==> config.mk <==
export PLATFORM = sky130hd
export DESIGN_NAME = tsel_diag
export DESIGN_NICKNAME = d
export VERILOG_FILES = /design/src/rtl/tsel_diag_pkg.sv /design/src/rtl/tsel_diag_rstsync.sv /design/src/rtl/tsel_diag_mcount.sv /design/src/rtl/tsel_diag_postdiv.sv /design/src/rtl/tsel_diag_divchain.sv /design/src/rtl/tsel_diag_mux.sv /design/src/rtl/tsel_diag.sv
export SDC_FILE = /design/constraint.sdc
export NUM_CORES = 1
export LEC_CHECK = 0
export ABC_AREA = 1
export CAP_MARGIN = 20
export CORE_AREA = 3 3 55 57
export DETAILED_ROUTE_END_ITERATION = 10
export DIE_AREA = 0 0 58 60
export DONT_BUFFER_PORTS = 1
export SKIP_LAST_GASP = 1
export SYNTH_ARGS = -nofsm -noshare
export SYNTH_HDL_FRONTEND = slang
export SYNTH_SLANG_ARGS = --single-unit
==> constraint.sdc <==
create_clock -name clk -period 1.6 [get_ports clk]
set_input_delay 0.24 -clock clk [delete_from_list [all_inputs] [get_ports clk]]
set_output_delay 0.24 -clock clk [all_outputs]
set_load 0.01 [all_outputs]
==> src/rtl/tsel_diag_pkg.sv <==
package tsel_diag_pkg;

  typedef enum logic [2:0] {
    SEL_SHIFT  = 3'b000,
    SEL_ONE    = 3'b001,
    SEL_XHALF  = 3'b010,
    SEL_MCNT   = 3'b011,
    SEL_FOUT   = 3'b100,
    SEL_ZERO   = 3'b101,
    SEL_BYPASS = 3'b110,
    SEL_FQUART = 3'b111
  } tsel_e;

endpackage

==> src/rtl/tsel_diag_rstsync.sv <==
module tsel_diag_rstsync #(
  parameter int STAGES = 2
) (
  input  logic clk,
  input  logic rst_n,
  output logic rst_sync_n
);

  logic [STAGES-1:0] sync_q;

  always_ff @(posedge clk or negedge rst_n) begin
    if (!rst_n) begin
      sync_q <= '0;
    end else begin
      sync_q <= {sync_q[STAGES-2:0], 1'b1};
    end
  end

  assign rst_sync_n = sync_q[STAGES-1];

endmodule

==> src/rtl/tsel_diag_mcount.sv <==
module tsel_diag_mcount #(
  parameter int M_W = 7
) (
  input  logic           clk,
  input  logic           rst_n,
  input  logic           ev,
  input  logic [M_W-1:0] m_val,
  output logic           pulse
);

  logic [M_W-1:0] cnt_q, cnt_d;
  logic           pulse_q, pulse_d;
  logic [M_W-1:0] m_eff;
  logic           wrap;

  // a zero divide value behaves as one
  assign m_eff = (m_val == '0) ? M_W'(1) : m_val;
  assign wrap  = (cnt_q >= m_eff - M_W'(1));

  always_comb begin
    cnt_d   = cnt_q;
    pulse_d = pulse_q;
    if (ev) begin
      if (wrap) begin
        cnt_d   = '0;
        pulse_d = 1'b1;
      end else begin
        cnt_d   = cnt_q + M_W'(1);
        pulse_d = 1'b0;
      end
    end
  end

  always_ff @(posedge clk or negedge rst_n) begin
    if (!rst_n) begin
      cnt_q   <= '0;
      pulse_q <= 1'b0;
    end else if (ev) begin
      cnt_q   <= cnt_d;
      pulse_q <= pulse_d;
    end
  end

  assign pulse = pulse_q;

endmodule

==> src/rtl/tsel_diag_postdiv.sv <==
module tsel_diag_postdiv #(
  parameter int N_W = 2
) (
  input  logic           clk,
  input  logic           rst_n,
  input  logic           ev,
  input  logic [N_W-1:0] n_sel,
  output logic           q,
  output logic           rise
);

  localparam int CW = (1 << N_W) - 1;

  logic [CW-1:0] cnt_q, cnt_d;
  logic [CW-1:0] lim_m1;
  logic          q_q, q_d;
  logic          wrap;

  // N - 1 for N = 2^n_sel: a run of n_sel ones
  assign lim_m1 = {CW{1'b1}} >> (CW - int'(n_sel));
  assign wrap   = (cnt_q >= lim_m1);

  always_comb begin
    cnt_d = cnt_q;
    q_d   = q_q;
    if (ev) begin
      if (wrap) begin
        cnt_d = '0;
        q_d   = ~q_q;
      end else begin
        cnt_d = cnt_q + CW'(1);
      end
    end
  end

  always_ff @(posedge clk or negedge rst_n) begin
    if (!rst_n) begin
      cnt_q <= '0;
      q_q   <= 1'b0;
    end else if (ev) begin
      cnt_q <= cnt_d;
      q_q   <= q_d;
    end
  end

  assign q    = q_q;
  assign rise = ev & wrap & ~q_q;

endmodule

==> src/rtl/tsel_diag_divchain.sv <==
module tsel_diag_divchain #(
  parameter int STAGES = 1
) (
  input  logic clk,
  input  logic rst_n,
  input  logic ev_in,
  output logic q
);

  logic [STAGES-1:0] q_s;
  logic [STAGES-1:0] ev_s;

  assign ev_s[0] = ev_in;

  for (genvar i = 0; i < STAGES; i++) begin : g_stage
    if (i > 0) begin : g_link
      // the next stage advances when this one goes low to high
      assign ev_s[i] = ev_s[i-1] & ~q_s[i-1];
    end

    always_ff @(posedge clk or negedge rst_n) begin
      if (!rst_n) begin
        q_s[i] <= 1'b0;
      end else if (ev_s[i]) begin
        q_s[i] <= ~q_s[i];
      end
    end
  end

  assign q = q_s[STAGES-1];

endmodule

==> src/rtl/tsel_diag_mux.sv <==
module tsel_diag_mux
  import tsel_diag_pkg::*;
(
  input  logic       clk,
  input  logic       rst_n,
  input  logic [2:0] t_sel,
  input  logic       shift_bit,
  input  logic       xtal_half,
  input  logic       m_pulse,
  input  logic       fout,
  input  logic       fout_quart,
  output logic       test_out
);

  logic out_d, out_q;

  always_comb begin
    case (tsel_e'(t_sel))
      SEL_SHIFT:  out_d = shift_bit;
      SEL_ONE:    out_d = 1'b1;
      SEL_XHALF:  out_d = xtal_half;
      SEL_MCNT:   out_d = m_pulse;
      SEL_FOUT:   out_d = fout;
      SEL_ZERO:   out_d = 1'b0;
      SEL_BYPASS: out_d = m_pulse;
      SEL_FQUART: out_d = fout_quart;
      default:    out_d = 1'b0;
    endcase
  end

  always_ff @(posedge clk or negedge rst_n) begin
    if (!rst_n) begin
      out_q <= 1'b0;
    end else begin
      out_q <= out_d;
    end
  end

  assign test_out = out_q;

endmodule

==> src/rtl/tsel_diag.sv <==
module tsel_diag
  import tsel_diag_pkg::*;
#(
  parameter int M_W         = 7,
  parameter int N_W         = 2,
  parameter int SYNC_STAGES = 2
) (
  input  logic           clk,
  input  logic           rst_n,
  input  logic           sclk_tick,
  input  logic           synth_tick,
  input  logic           xtal_tick,
  input  logic           shift_bit,
  input  logic [M_W-1:0] m_val,
  input  logic [N_W-1:0] n_sel,
  input  logic [2:0]     t_sel,
  output logic           fout,
  output logic           test_out
);

  localparam int QUART_STAGES = 2;

  logic rst_sync_n;
  logic bypass;
  logic div_ev;
  logic m_pulse;
  logic fout_rise;
  logic xtal_half;
  logic fout_quart;

  tsel_diag_rstsync #(.STAGES(SYNC_STAGES)) u_rst (
    .clk        (clk),
    .rst_n      (rst_n),
    .rst_sync_n (rst_sync_n)
  );

  // bypass swaps the divider event source to the serial clock
  assign bypass = (t_sel == SEL_BYPASS);
  assign div_ev = bypass ? sclk_tick : synth_tick;

  tsel_diag_mcount #(.M_W(M_W)) u_mcnt (
    .clk   (clk),
    .rst_n (rst_sync_n),
    .ev    (div_ev),
    .m_val (m_val),
    .pulse (m_pulse)
  );

  tsel_diag_postdiv #(.N_W(N_W)) u_post (
    .clk   (clk),
    .rst_n (rst_sync_n),
    .ev    (div_ev),
    .n_sel (n_sel),
    .q     (fout),
    .rise  (fout_rise)
  );

  tsel_diag_divchain #(.STAGES(1)) u_xhalf (
    .clk   (clk),
    .rst_n (rst_sync_n),
    .ev_in (xtal_tick),
    .q     (xtal_half)
  );

  tsel_diag_divchain #(.STAGES(QUART_STAGES)) u_fquart (
    .clk   (clk),
    .rst_n (rst_sync_n),
    .ev_in (fout_rise),
    .q     (fout_quart)
  );

  tsel_diag_mux u_mux (
    .clk        (clk),
    .rst_n      (rst_sync_n),
    .t_sel      (t_sel),
    .shift_bit  (shift_bit),
    .xtal_half  (xtal_half),
    .m_pulse    (m_pulse),
    .fout       (fout),
    .fout_quart (fout_quart),
    .test_out   (test_out)
  );

endmodule

==> impl_metrics.json <==
{
  "cts_sinks": 18,
  "max_cap_viol_count": 0,
  "synth-seq-cells": 18,
  "hold_class": "in2reg",
  "final_nets": 224,
  "multi_input_area_um2": 831,
  "fin_util_pct": 63.3,
  "wirelength_um": 2620,
  "start_util_pct": 50.7,
  "finalClockSkew_ns": 0.00144,
  "worstPathArrival_ns": 1.96,
  "syn_nets": 207,
  "drc": 0,
  "gp_congestion": 0.828,
  "required_ns": 1.84,
  "grt_pass1_wl_um": 4400,
  "drive_above_1_share_pct": 24.0,
  "layout_commonest_cell": "nand2_1",
  "synth.avg_cell_area_um2": 7.27,
  "rsz0062_at_grt": "true",
  "cts_tree": "built",
  "drtPass1Iterations": 4,
  "max_slew.worst_pin.slew_ns": 0.657,
  "power_frac_seq_pct": 39.9,
  "io_buffers": 0,
  "place_hpwl_um": 2060,
  "detail-route-antenna-nets": 0,
  "violations": "negative setup slack",
  "clk_pin_slew_ns": 0.11,
  "grt_overflow": 0,
  "end_kind": "register",
  "p_leak_uw": 0.000842,
  "root_buffer": "clkbuf_4",
  "hold_viol_final": 0,
  "antenna_found_initial": 0,
  "pin_count": 20,
  "cts_max_path_buffers": 2,
  "die_area_mm2": 0.00348,
  "yosysSeqAreaShare_pct": 35.2,
  "fin_total_pwr_uw": 1960,
  "r2r-end": "u_fquart.q",
  "grt_max_degree": 17,
  "r2r_setup_slack_ns": 0.13,
  "holdPathEnd": "u_xhalf.q",
  "setup_viol": 7,
  "p_clk_share_pct": 14.7,
  "clock.fmax_ghz": 0.583,
  "vias": 1153,
  "p_int_uw": 1160,
  "nFillCells": 224,
  "critPathKind": "in2reg",
  "syn_inst": 176,
  "die_x_um": 58,
  "p_sw_uw": 805,
  "hold_depth": 1,
  "synth_area_leaders": "dfrtp_1, nand2_1, ha_1, inv_1, nor2_1",
  "synth.top_cell.area_share_pct": 35.2,
  "pre_cts_slack_ns": -0.452,
  "antennaDiodeCount": 0,
  "start_kind": "input pin",
  "cts-buffers-inserted": 3,
  "synth_warnings": 0,
  "synth_top_area_cell": "dfrtp_1",
  "layout-area-overhead-vs-synth_pct": 24.8,
  "status": "finished, violations left",
  "final_cell_mix": "nand2_1, dfrtp_1, inv_1, nor2_1",
  "hold_start": "xtal_tick",
  "clk_latency_ns": 0.30,
  "avgViaCountPerCell": 5.19,
  "p_per_area_mw_per_mm2": 1230,
  "path_max_fanout": 6,
  "wl_per_cell_um": 11.8,
  "period_minus_slack_ns": 1.72,
  "r2r_start": "u_post.cnt_q[2]",
  "max-vdd-ir-drop_uv": 865,
  "cts.htree.levels": 1,
  "hold-worst-slack_ns": 0.0118,
  "die_h_um": 60,
  "yosysUniqueCellTypes": 23,
  "grt_pass1_vias": 1109,
  "grt_use_total_pct": 16.5,
  "slew_headroom_pct": 56.2,
  "fin_ws_ns": -0.116,
  "drtIter0Drc": 33,
  "rows": 18,
  "core_area_mm2": 0.00252,
  "period_share_pct": 107,
  "regArea_um2": 450,
  "comb_power_share_pct": 45.4,
  "synth_area_mm2": 0.00128,
  "reg2regPathDepth": 9,
  "drv_slew": 0,
  "power.switching_fraction_pct": 41.1
}
## power groups by stage
stage,clock (uW),combinational [uW],sequential (uW)
5_1_grt,317,1040,814
2_1_floorplan,0,603,772
3_5_place_dp,0,800,799
6_report,288,890,783
4_1_cts,290,817,789
3_3_place_gp,0,770,792
## metrics by stage
step                      cells  instance area [um^2]  TNS, ns
after floorplan             176                  1340    -2.36
after global placement      214                  1430    -2.96
after detailed placement    214                  1430    -3.33
after CTS                   221                  1500   -0.735
after global routing        222                  1600    -1.32
final                       222                  1600   -0.510
## critical path, cell delays in order
cell     delay [ns]
inv_12         0.03
nand2_4        0.03
nor2_1         0.09
nand2_1        0.09
nand2_2        0.08
inv_2          0.05
ha_4           0.16
nand3_4        0.07
nor2_4         0.04
xnor2_2        0.12
ha_1           0.31
a21o_1         0.19
nor2_4         0.12
nand2_4        0.09
nor2_1         0.11
nand2_1        0.06
nand2_1        0.08
## cells in the mapped netlist (all sizes together)
library cell / count
conb: 1
dfrtp: 18
nand3: 12
nand4: 4
a21oi: 5
a31oi: 1
nand2: 62
o21ai: 7
nor3: 1
o21bai: 1
xor2: 4
a21o: 1
or2: 1
inv: 23
xnor2: 3
nor2: 17
o31ai: 1
ha: 13
buf: 1
## cell type report
class | count | area share, %
multi-input combinational | 134 | 52.0
sequential | 18 | 28.2
inverter | 23 | 8.93
timing repair buffer | 13 | 6.26
tap | 30 | 2.35
clock buffer | 4 | 2.27
## layer usage
metal  track usage, %  share of wire [%]  up-vias
li1                 -                  -      592
met1             19.0                 41      533
met5                0                  0        -
met3             3.24                4.3        5
met4             5.96                1.5        0
met2             30.3                 53       23
## what timing repair did
action	CTS	global route
setup buffers	2	1
setup endpoints to repair	8	9
resized for setup	3	21
hold buffers	1	0
endpoints found under the hold margin	2	0
pin swaps	7	11
## how the worst max path moves through the flow
| stage | from | to | slack, ns | cells past startpoint |
|---|---|---|---|---|
| detailed placement | m_val[5] | u_mcnt.cnt_q[0] | -0.45 | 16 |
| finish | m_val[3] | u_mcnt.cnt_q[3] | -0.12 | 17 |
| global placement | m_val[3] | u_mcnt.cnt_q[3] | -0.41 | 17 |
| floorplan | m_val[3] | u_mcnt.cnt_q[3] | -0.33 | 17 |
| CTS | m_val[5] | u_mcnt.cnt_q[3] | -0.12 | 17 |
| global route | m_val[3] | u_mcnt.cnt_q[3] | -0.25 | 17 |
## kinds of logic (layout without fill, tap and decap cells)
group	Yosys count	after routing	share of synthesized area, %
buffers and inverters	24	40	7.63
xor gates and xnor gates	7	7	4.79
DFF	18	18	35.2
other	1	1	0.293
AOI/OAI and AO/OA	16	16	6.94
adders and majority gates	13	13	12.7
and+or+nand+nor	97	97	32.5
## state kept, by name, indices dropped and copies added (netlist names)
name / flops
u_post.cnt_q: 3
u_rst.sync_q: 2
u_fquart.q: 1
u_fquart.q_s: 1
u_mux.test_out: 1
u_mcnt.cnt_q: 7
u_mcnt.pulse: 1
u_post.q: 1
u_xhalf.q: 1
(Power assumes the default switching activity.)
